## src/rtl/ftm_pkg.sv

```systemverilog
package ftm_pkg;

   localparam int OPT_W = 8;

   typedef enum logic [1:0] {
      MODE_FREE  = 2'd0,
      MODE_PWM   = 2'd1,
      MODE_OTHA  = 2'd2,
      MODE_OTHB  = 2'd3
   } tmr_mode_e;

   function automatic logic ovf_mode_ok(input logic [1:0] m);
      return (m == MODE_FREE) || (m == MODE_PWM);
   endfunction

endpackage

```

## src/rtl/ftm_counter.sv

```systemverilog
module ftm_counter #(
   parameter int CNT_W = 16
) (
   input  logic             clk,
   input  logic             rst_n,
   input  logic             en,
   output logic [CNT_W-1:0] count,
   output logic             wrap
);

   localparam logic [CNT_W-1:0] CNT_MAX = {CNT_W{1'b1}};

   if (CNT_W < 2) begin : g_bad_w
      $error("ftm_counter: CNT_W must be at least 2");
   end

   always_ff @(posedge clk or negedge rst_n) begin
      if (!rst_n)   count <= '0;
      else if (!en) count <= '0;
      else          count <= count + 1'b1;
   end

   assign wrap = en && (count == CNT_MAX);

   a_r2_hold_zero: assert property (@(posedge clk) disable iff (!rst_n)
      !en |=> (count == '0));

   a_r2_step: assert property (@(posedge clk) disable iff (!rst_n)
      (en && count != CNT_MAX) |=> (count == $past(count) + 1'b1));

   a_r2_wrap_zero: assert property (@(posedge clk) disable iff (!rst_n)
      wrap |=> (count == '0));

endmodule

```

## src/rtl/ftm_optreg.sv

```systemverilog
module ftm_optreg #(
   parameter int NUM_CH  = 2,
   parameter int SEL_LSB = 4
) (
   input  logic              clk,
   input  logic              rst_n,
   input  logic              cnt_en,
   input  logic              ovf_set,
   input  logic              byte_wr,
   input  logic [7:0]        wdata,
   input  logic              bit_wr,
   input  logic [2:0]        bit_idx,
   input  logic              bit_val,
   output logic              ovf_flag,
   output logic              ovf_irq,
   output logic [NUM_CH-1:0] sel,
   output logic [7:0]        reg_byte
);

   localparam int SEL_MSB = SEL_LSB + NUM_CH - 1;

   if (SEL_LSB < 1 || SEL_MSB > 7) begin : g_bad_sel
      $error("ftm_optreg: select field must lie within bits 1..7");
   end

   logic clr_req;
   logic unused_wbits;

   assign unused_wbits = ^wdata;

   assign clr_req = (byte_wr && !wdata[0])
                 || (bit_wr && bit_idx == 3'd0 && !bit_val)
                 || !cnt_en;

   always_ff @(posedge clk or negedge rst_n) begin
      if (!rst_n) begin
         ovf_flag <= 1'b0;
         ovf_irq  <= 1'b0;
      end else begin
         ovf_irq <= ovf_set;
         if (ovf_set)      ovf_flag <= 1'b1;
         else if (clr_req) ovf_flag <= 1'b0;
      end
   end

   for (genvar i = 0; i < NUM_CH; i++) begin : g_sel
      logic cand;
      always_comb begin
         cand = sel[i];
         if (byte_wr)
            cand = wdata[SEL_LSB+i];
         else if (bit_wr && bit_idx == 3'(SEL_LSB + i))
            cand = bit_val;
      end
      always_ff @(posedge clk or negedge rst_n) begin
         if (!rst_n)       sel[i] <= 1'b0;
         else if (!cnt_en) sel[i] <= cand;
      end
   end

   always_comb begin
      reg_byte = '0;
      reg_byte[0] = ovf_flag;
      reg_byte[SEL_MSB:SEL_LSB] = sel;
   end

   a_r7_set_wins: assert property (@(posedge clk) disable iff (!rst_n)
      ovf_set |=> ovf_flag);

   a_r4_irq_with_flag: assert property (@(posedge clk) disable iff (!rst_n)
      ovf_irq |-> ovf_flag);

   a_r4_irq_single: assert property (@(posedge clk) disable iff (!rst_n)
      (ovf_irq && !ovf_set) |=> !ovf_irq);

   a_r6_disable_clears: assert property (@(posedge clk) disable iff (!rst_n)
      (!cnt_en && !ovf_set) |=> !ovf_flag);

   a_r9_sel_locked: assert property (@(posedge clk) disable iff (!rst_n)
      cnt_en |=> $stable(sel));

   a_r6_no_soft_set: assert property (@(posedge clk) disable iff (!rst_n)
      (!ovf_flag && !ovf_set) |=> !ovf_flag);

endmodule

```

## src/rtl/ftm_channel.sv

```systemverilog
module ftm_channel #(
   parameter int CNT_W = 16
) (
   input  logic             clk,
   input  logic             rst_n,
   input  logic [CNT_W-1:0] count,
   input  logic             cnt_en,
   input  logic             cap_mode,
   input  logic             trig,
   input  logic             wr_lo,
   input  logic             wr_hi,
   input  logic [7:0]       wdata,
   output logic [CNT_W-1:0] value,
   output logic             match
);

   if (CNT_W > 16) begin : g_bad_w
      $error("ftm_channel: CNT_W must not exceed 16");
   end

   logic        trig_q;
   logic        rise;
   logic [15:0] val16;
   logic [15:0] nxt16;

   assign rise  = trig && !trig_q;
   assign val16 = 16'(value);

   always_comb begin
      nxt16 = val16;
      if (wr_lo) nxt16[7:0]  = wdata;
      if (wr_hi) nxt16[15:8] = wdata;
   end

   always_ff @(posedge clk or negedge rst_n) begin
      if (!rst_n) begin
         trig_q <= 1'b0;
         value  <= '0;
      end else begin
         trig_q <= trig;
         if (cap_mode && rise)    value <= count;
         else if (wr_lo || wr_hi) value <= nxt16[CNT_W-1:0];
      end
   end

   assign match = cnt_en && !cap_mode && (count == value);

   a_r10_capture_load: assert property (@(posedge clk) disable iff (!rst_n)
      (cap_mode && trig && !trig_q) |=> (value == $past(count)));

   a_r11_match_single: assert property (@(posedge clk) disable iff (!rst_n)
      (match && !wr_lo && !wr_hi) |=> !match);

   a_r12_cap_no_match: assert property (@(posedge clk) disable iff (!rst_n)
      cap_mode |-> !match);

endmodule

```

## src/rtl/ftmr_top.sv

```systemverilog
module ftmr_top #(
   parameter int CNT_W   = 16,
   parameter int NUM_CH  = 2,
   parameter int SEL_LSB = 4,
   parameter int ADDR_W  = 3
) (
   input  logic              clk,
   input  logic              rst_n,
   input  logic              cnt_en,
   input  logic [1:0]        mode_i,
   input  logic [ADDR_W-1:0] bus_addr,
   input  logic              bus_wr,
   input  logic [7:0]        bus_wdata,
   input  logic              bus_bit_wr,
   input  logic [2:0]        bus_bit_idx,
   input  logic              bus_bit_val,
   input  logic              bus_rd,
   output logic [7:0]        bus_rdata,
   input  logic [NUM_CH-1:0] cap_trig,
   output logic [NUM_CH-1:0] cmp_match,
   output logic [CNT_W-1:0]  count_o,
   output logic              ovf_irq
);

   import ftm_pkg::*;

   localparam int OPT_ADDR = 0;
   localparam int CH_BASE  = 2;
   localparam int N_ADDR   = CH_BASE + 2 * NUM_CH;

   if (N_ADDR > (1 << ADDR_W)) begin : g_bad_addr
      $error("ftmr_top: ADDR_W too small for NUM_CH channels");
   end
   if (NUM_CH < 1) begin : g_bad_ch
      $error("ftmr_top: NUM_CH must be at least 1");
   end

   logic              wrap;
   logic              ovf_set;
   logic              ovf_flag;
   logic [NUM_CH-1:0] sel;
   logic [7:0]        opt_byte;
   logic              opt_hit;
   logic [NUM_CH-1:0] cap_mode;
   logic [CNT_W-1:0]  ch_val [NUM_CH];
   logic [7:0]        rd_mux;

   assign opt_hit = (bus_addr == ADDR_W'(OPT_ADDR));
   assign ovf_set = wrap && ovf_mode_ok(mode_i);

   ftm_counter #(.CNT_W(CNT_W)) u_cnt (
      .clk   (clk),
      .rst_n (rst_n),
      .en    (cnt_en),
      .count (count_o),
      .wrap  (wrap)
   );

   ftm_optreg #(.NUM_CH(NUM_CH), .SEL_LSB(SEL_LSB)) u_opt (
      .clk      (clk),
      .rst_n    (rst_n),
      .cnt_en   (cnt_en),
      .ovf_set  (ovf_set),
      .byte_wr  (bus_wr && opt_hit),
      .wdata    (bus_wdata),
      .bit_wr   (bus_bit_wr && opt_hit),
      .bit_idx  (bus_bit_idx),
      .bit_val  (bus_bit_val),
      .ovf_flag (ovf_flag),
      .ovf_irq  (ovf_irq),
      .sel      (sel),
      .reg_byte (opt_byte)
   );

   for (genvar i = 0; i < NUM_CH; i++) begin : g_ch
      localparam int LO_ADDR = CH_BASE + 2 * i;
      assign cap_mode[i] = (mode_i == MODE_FREE) && sel[i];
      ftm_channel #(.CNT_W(CNT_W)) u_ch (
         .clk      (clk),
         .rst_n    (rst_n),
         .count    (count_o),
         .cnt_en   (cnt_en),
         .cap_mode (cap_mode[i]),
         .trig     (cap_trig[i]),
         .wr_lo    (bus_wr && bus_addr == ADDR_W'(LO_ADDR)),
         .wr_hi    (bus_wr && bus_addr == ADDR_W'(LO_ADDR + 1)),
         .wdata    (bus_wdata),
         .value    (ch_val[i]),
         .match    (cmp_match[i])
      );
   end

   always_comb begin
      rd_mux = '0;
      if (opt_hit) rd_mux = opt_byte;
      for (int i = 0; i < NUM_CH; i++) begin
         if (bus_addr == ADDR_W'(CH_BASE + 2 * i))
            rd_mux = 8'(16'(ch_val[i]));
         if (bus_addr == ADDR_W'(CH_BASE + 2 * i + 1))
            rd_mux = 8'(16'(ch_val[i]) >> 8);
      end
   end

   always_ff @(posedge clk or negedge rst_n) begin
      if (!rst_n)      bus_rdata <= '0;
      else if (bus_rd) bus_rdata <= rd_mux;
   end

   a_r3_mode_gate: assert property (@(posedge clk) disable iff (!rst_n)
      ovf_irq |-> ovf_mode_ok($past(mode_i)));

   a_r3_irq_on_wrap: assert property (@(posedge clk) disable iff (!rst_n)
      ovf_irq |-> (count_o == '0));

   a_r5_read_keeps: assert property (@(posedge clk) disable iff (!rst_n)
      (ovf_flag && cnt_en && !bus_wr && !bus_bit_wr) |=> ovf_flag);

   a_r13_rdata_hold: assert property (@(posedge clk) disable iff (!rst_n)
      !bus_rd |=> $stable(bus_rdata));

endmodule

```

## config.mk

```make
export PLATFORM = sky130hd
export DESIGN_NAME = ftmr_top
export DESIGN_NICKNAME = d
export VERILOG_FILES = /design/src/rtl/ftm_pkg.sv /design/src/rtl/ftm_counter.sv /design/src/rtl/ftm_optreg.sv /design/src/rtl/ftm_channel.sv /design/src/rtl/ftmr_top.sv
export SDC_FILE = /design/constraint.sdc
export NUM_CORES = 1
export LEC_CHECK = 0
export ABC_AREA = 1
export BUFFER_PORTS_ARGS = -buffer_cell sky130_fd_sc_hd__clkbuf_2
export CORE_ASPECT_RATIO = 0.75
export CORE_MARGIN = 2
export CORE_UTILIZATION = 40
export DETAILED_ROUTE_END_ITERATION = 10
export SYNTH_ARGS = -nofsm -noshare
export SYNTH_HDL_FRONTEND = slang
export SYNTH_SLANG_ARGS = --single-unit
```

## constraint.sdc

```tcl
create_clock -name clk -period 2.78 [get_ports clk]
set_input_delay 0.834 -clock clk [delete_from_list [all_inputs] [get_ports clk]]
set_output_delay 0.834 -clock clk [all_outputs]
set_load 0.02 [all_outputs]
```

# --- After elaboration in Yosys (flattened, before gate mapping) ---
# Cells that the tools add are included.
classes:
  n_addsub: 1
  n_eq_ne: 10
  mux: 20
  n_bitwise: 1
  reduce_logical: 53
ops:
  columns: ["op", "n"]
  rows:
  - ["$mux W16", 5]
  - ["$mux W8", 8]
  - ["$eq A16 B16 Y1", 2]
  - ["$logic_and A1 B1 Y1", 23]
  - ["$reduce_bool A2 Y1", 9]
  - ["$add A16 B1 Y16 const B", 1]
  - ["$eq A16 B16 Y1 const B", 1]
  - ["$eq A3 B3 Y1 const B", 4]
  - ["$reduce_and A2 Y1", 6]
  - ["$logic_not A1 Y1", 7]
  - ["$eq A3 B2 Y1 const B", 2]
  - ["$logic_not A3 Y1", 2]
  - ["$mux W1", 6]
  - ["$mux W6", 1]
  - ["$logic_or A1 B1 Y1", 5]
  - ["$eq A2 B1 Y1 const B", 1]
  - ["$logic_not A2 Y1", 1]
  - ["$not A1 Y1", 1]
totals:
  register_bits: 62
  inputBits: 25
  output_inout_bits: 27
  elab_cells: 97

# --- Longest topological paths before layout ---
depth:
  depth_word: 8
  depth_mapped: 10
  ltp_nobuf: 8

# --- Hierarchy ---
# From an unflattened synthesis, not the netlist that was laid out.
hier_totals:
  hier_cells: 636
  hier_area_um2: 4144.0
modules_own_cells:
  columns: ["mod", "instances", "cells_per_inst", "area_each_um2", "seq_area_each_um2"]
  rows:
  - ["ftm_channel", 2, 179, 1119.8, 425.4]
  - ["ftm_counter", 1, 119, 870.8, 400.4]
  - ["ftmr_top", 1, 115, 745.7, 200.2]
  - ["ftm_optreg", 1, 44, 287.8, 100.1]

# --- Least setup slack after synthesis ---
# No wires, ideal clock.
synth_timing:
  kind: "input to output"
  from: "input cnt_en"
  to: "output cmp_match[0]"
  t_arrival_ns: 1.692
  required_ns: 1.946
  slack_ns: 0.254
  path_stages: 8
  cell_sequence: "buf_4 -> clkinv_1 -> a21oi_1 -> nand2_1 -> nor2_1 -> nand3_1 -> nor2_1 -> buf_4"
synth_via:
  elab_chain_len: 2
synth_lines:
  columns: ["item", "line", "rtl"]
  rows:
  - ["start, declared", "ftmr_top.sv:9", "input logic cnt_en,"]
  - ["$logic_and A1 B1 Y1 (2 in series)", "ftm_channel.sv:46", "assign match = cnt_en && !cap_mode && (count == value);"]
  - ["end, declared", "ftmr_top.sv:20", "output logic [NUM_CH-1:0] cmp_match,"]
# Every way passes these cells.

# --- Worst setup path after layout ---
# Same ends and word-level chain as after synthesis.

==> impl_results.md <==
- Status: completed
- Most common cell after layout, fill and taps aside: nand2_1
- # setup viols final: 0
- Worst-path clk slew: 0.05 ns
- IO Pins: 52
- CTS buffer count: 9
- Synth cell types: 35
- Clk sinks: 62
- Most frequent cells in the layout: nand2_1, nor2_1, dfrtp_1
- Placed cells: 756
- IO Port Bufs: 51
- Post-layout util: 48.6%
- Final TNS setup: 0 ns
- Std-Cell Rows: 31
- Post-Syn Area: 3960 µm²
- DP Wirelength: 9.45 mm
- Worst Min Path Start: g_ch[0].u_ch.value[3]
- Setup Skew: 0.00452 ns
- # DRC: 0
- Vias: 3917
- Comb power frac: 17.2%
- Cts hold-fix bufs: 0
- Max Clk Rate: 375 MHz
- Final Max Tran Viols: 0
- WL final: 12.8 mm
- Crit end category: output pin
- R2R Setup Slk: 1.09 ns
- CTS tree: done
- Startpoint Class: primary input
- CP required: 1.95 ns
- Die area: 10700 µm²
- Crit Path Max Fanout: 8
- Initial antenna violation count: 0
- Pint: 2.15 mW
- Fin crit period: 2.67 ns
- Psw: 0.848 mW
- WP data arrival: 1.83 ns
- Grt total ovfl: 0
- Initial drt markers: 308
- Max-Cap Viols: 0
- Htree depth: 3
- Final Cycle Share: 95.9%
- Clk_lat worst skew: 0.34 ns
- Routability Congestion: 0.922
- Layout cells sized above 1: 16.4%
- Sw Share: 28.3%
- Post-synthesis sequential area ratio: 39.2%
- Worst-case clock buffer depth: 2
- Post-layout nets: 661
- Hold Path Depth: 2
- Root Driver: clkbuf_16
- Power Density: 641 nW/µm²
- Smallest hold slack: 0.489 ns
- Core area: 9620 µm²
- Top cell type's share of synthesized area: 39.2%
- Synth area leaders: dfrtp_1, nand2_1, nor2_1
- YS warnings: 0
- WHS Endpoint: g_ch[0].u_ch.value[3]
- Sequential share of power: 38.7%
- Clk pwr share: 44.1%
- Post-CTS setup buffers: 0
- Leak Pwr: 2.37 nW
- Syn Area/Cell: 6.80 µm²
- Vias in the first global route: 3673
- Worst reg2reg path depth: 6
- Largest net degree at the start of global routing: 63
- Initial core utilization: 41.1%
- Design Power: 3.00 mW
- #FFs+latches synth: 62
- Reg2reg start: u_cnt.count[1]
- Fillers: 1012
- Crit Path Class: primary input to output pin
- Unrepaired setup endpoints after global routing: no
- Resized Gates After CTS: 0
- DR pass1 iterations: 5
- Die width: 119 µm
- Diode count: 0
- Gr usage total: 24.5%
- Max VDD drop: 0.000319 V
- Chip Height: 90.1 µm
- Min-delay worst type: flip-flop to flip-flop
- Tightest Pin Transition: 0.513 ns
- Largest area contributor in the netlist: dfrtp_1
- Cells after Synth: 582
- Global-route wire length before repair: 19.8 mm
- Reg2reg end: u_cnt.count[12]
- Layout Cells excl Fill: 772
- Post-DRT Antenna Nets: 0
- Vias per inst: 5.07
- Drt wl/cell: 16.5 µm
- Area delta synth->final: 18.3%
- Syn nets: 608
- Slew headroom: 65.8%
- Hold Vio Cnt, Final: 0
==> kinds of logic after synthesis <==
kind of cell / synth area share, %
simple gates: 42.4
buf+inv: 9.93
flops: 39.2
compound gates: 5.95
xor+xnor: 2.21
fa+ha+maj: 0.316
==> sequential cells by signal, indices dropped and copies added (netlist names) <==
name	cells
bus_rdata	8
u_opt.ovf_flag	1
g_ch.u_ch.trig_q	2
u_opt.ovf_irq	1
u_opt.reg_byte	2
u_cnt.count	16
g_ch.u_ch.value	32
==> power groups by stage <==
stage          sequential, mW  clock [mW]  combinational (mW)
2_1_floorplan            1.15           0               0.340
3_3_place_gp             1.17           0               0.504
3_5_place_dp             1.17           0               0.510
4_1_cts                  1.16        1.34               0.513
5_1_grt                  1.17        1.39               0.583
6_report                 1.16        1.32               0.514
==> synthesized netlist by cell type <==
| library cell | number |
|---|---|
| clkbuf_1 | 2 |
| or2_2 | 1 |
| nand3b_1 | 2 |
| xnor2_1 | 5 |
| buf_4 | 10 |
| dfrtp_1 | 62 |
| o211ai_1 | 10 |
| nor2_4 | 8 |
| nor3_1 | 7 |
| and2_1 | 2 |
| nor2_2 | 1 |
| xor2_1 | 5 |
| inv_1 | 60 |
| o21a_1 | 1 |
| clkbuf_2 | 1 |
| a31oi_1 | 1 |
| clkinv_1 | 1 |
| nor3_2 | 1 |
| nand2_2 | 4 |
| nand2_4 | 4 |
| nor2_1 | 85 |
| nor2_8 | 1 |
| or2_1 | 1 |
| inv_2 | 6 |
| nor4_1 | 1 |
| a21oi_1 | 5 |
| nand3_2 | 3 |
| nand3_1 | 47 |
| nand4_1 | 4 |
| buf_2 | 4 |
| o22ai_1 | 5 |
| o21ai_0 | 18 |
| nand2_1 | 210 |
| buf_6 | 3 |
| ha_1 | 1 |
==> routing by layer <==
| metal | GRT usage (%) | routed length (µm) | share of wire, % |
|---|---|---|---|
| met1 | 34.3 | 6050 | 47 |
| met5 | 0 | 0 | 0 |
| met4 | 6.65 | 198 | 1.6 |
| met2 | 38.0 | 5640 | 44 |
| met3 | 5.71 | 868 | 6.8 |
==> worst max-delay path: stages <==
cell	delay, ns
clkbuf_2	0.23
clkinv_1	0.12
a21oi_1	0.13
nand2_1	0.06
nor2_1	0.10
nand3_1	0.08
nor2_1	0.10
clkbuf_2	0.18
==> how the worst max path moves through the flow <==
stage            from            to  slack (ns)  cells past startpoint
2_1_floorplan  cnt_en  cmp_match[0]        0.25                      8
3_3_place_gp   cnt_en  cmp_match[0]        0.09                      8
3_5_place_dp   cnt_en  cmp_match[0]        0.11                      8
4_1_cts        cnt_en  cmp_match[0]        0.11                      8
5_1_grt        cnt_en  cmp_match[0]        0.01                      8
6_report       cnt_en  cmp_match[0]        0.11                      8
==> final cells by class <==
cell class,instances,area [µm²],share of cell area (%)
multi-input cells,433,2010,43.0
flip-flops and latches,62,1550,33.2
repair buffers,62,350,7.49
clock buffers,13,260,5.56
inverters,67,251,5.37
well taps,132,165,3.53
clock inverters,3,90.1,1.93
==> per-stage QoR <==
step	cell area [µm²]	setup WS, ns
global route	4680	0.0105
CTS	4680	0.112
global placement	4330	0.0920
detailed placement	4330	0.112
floorplan	3960	0.254
finish	4680	0.114
No activity file was read; power rests on OpenSTA's default activity.
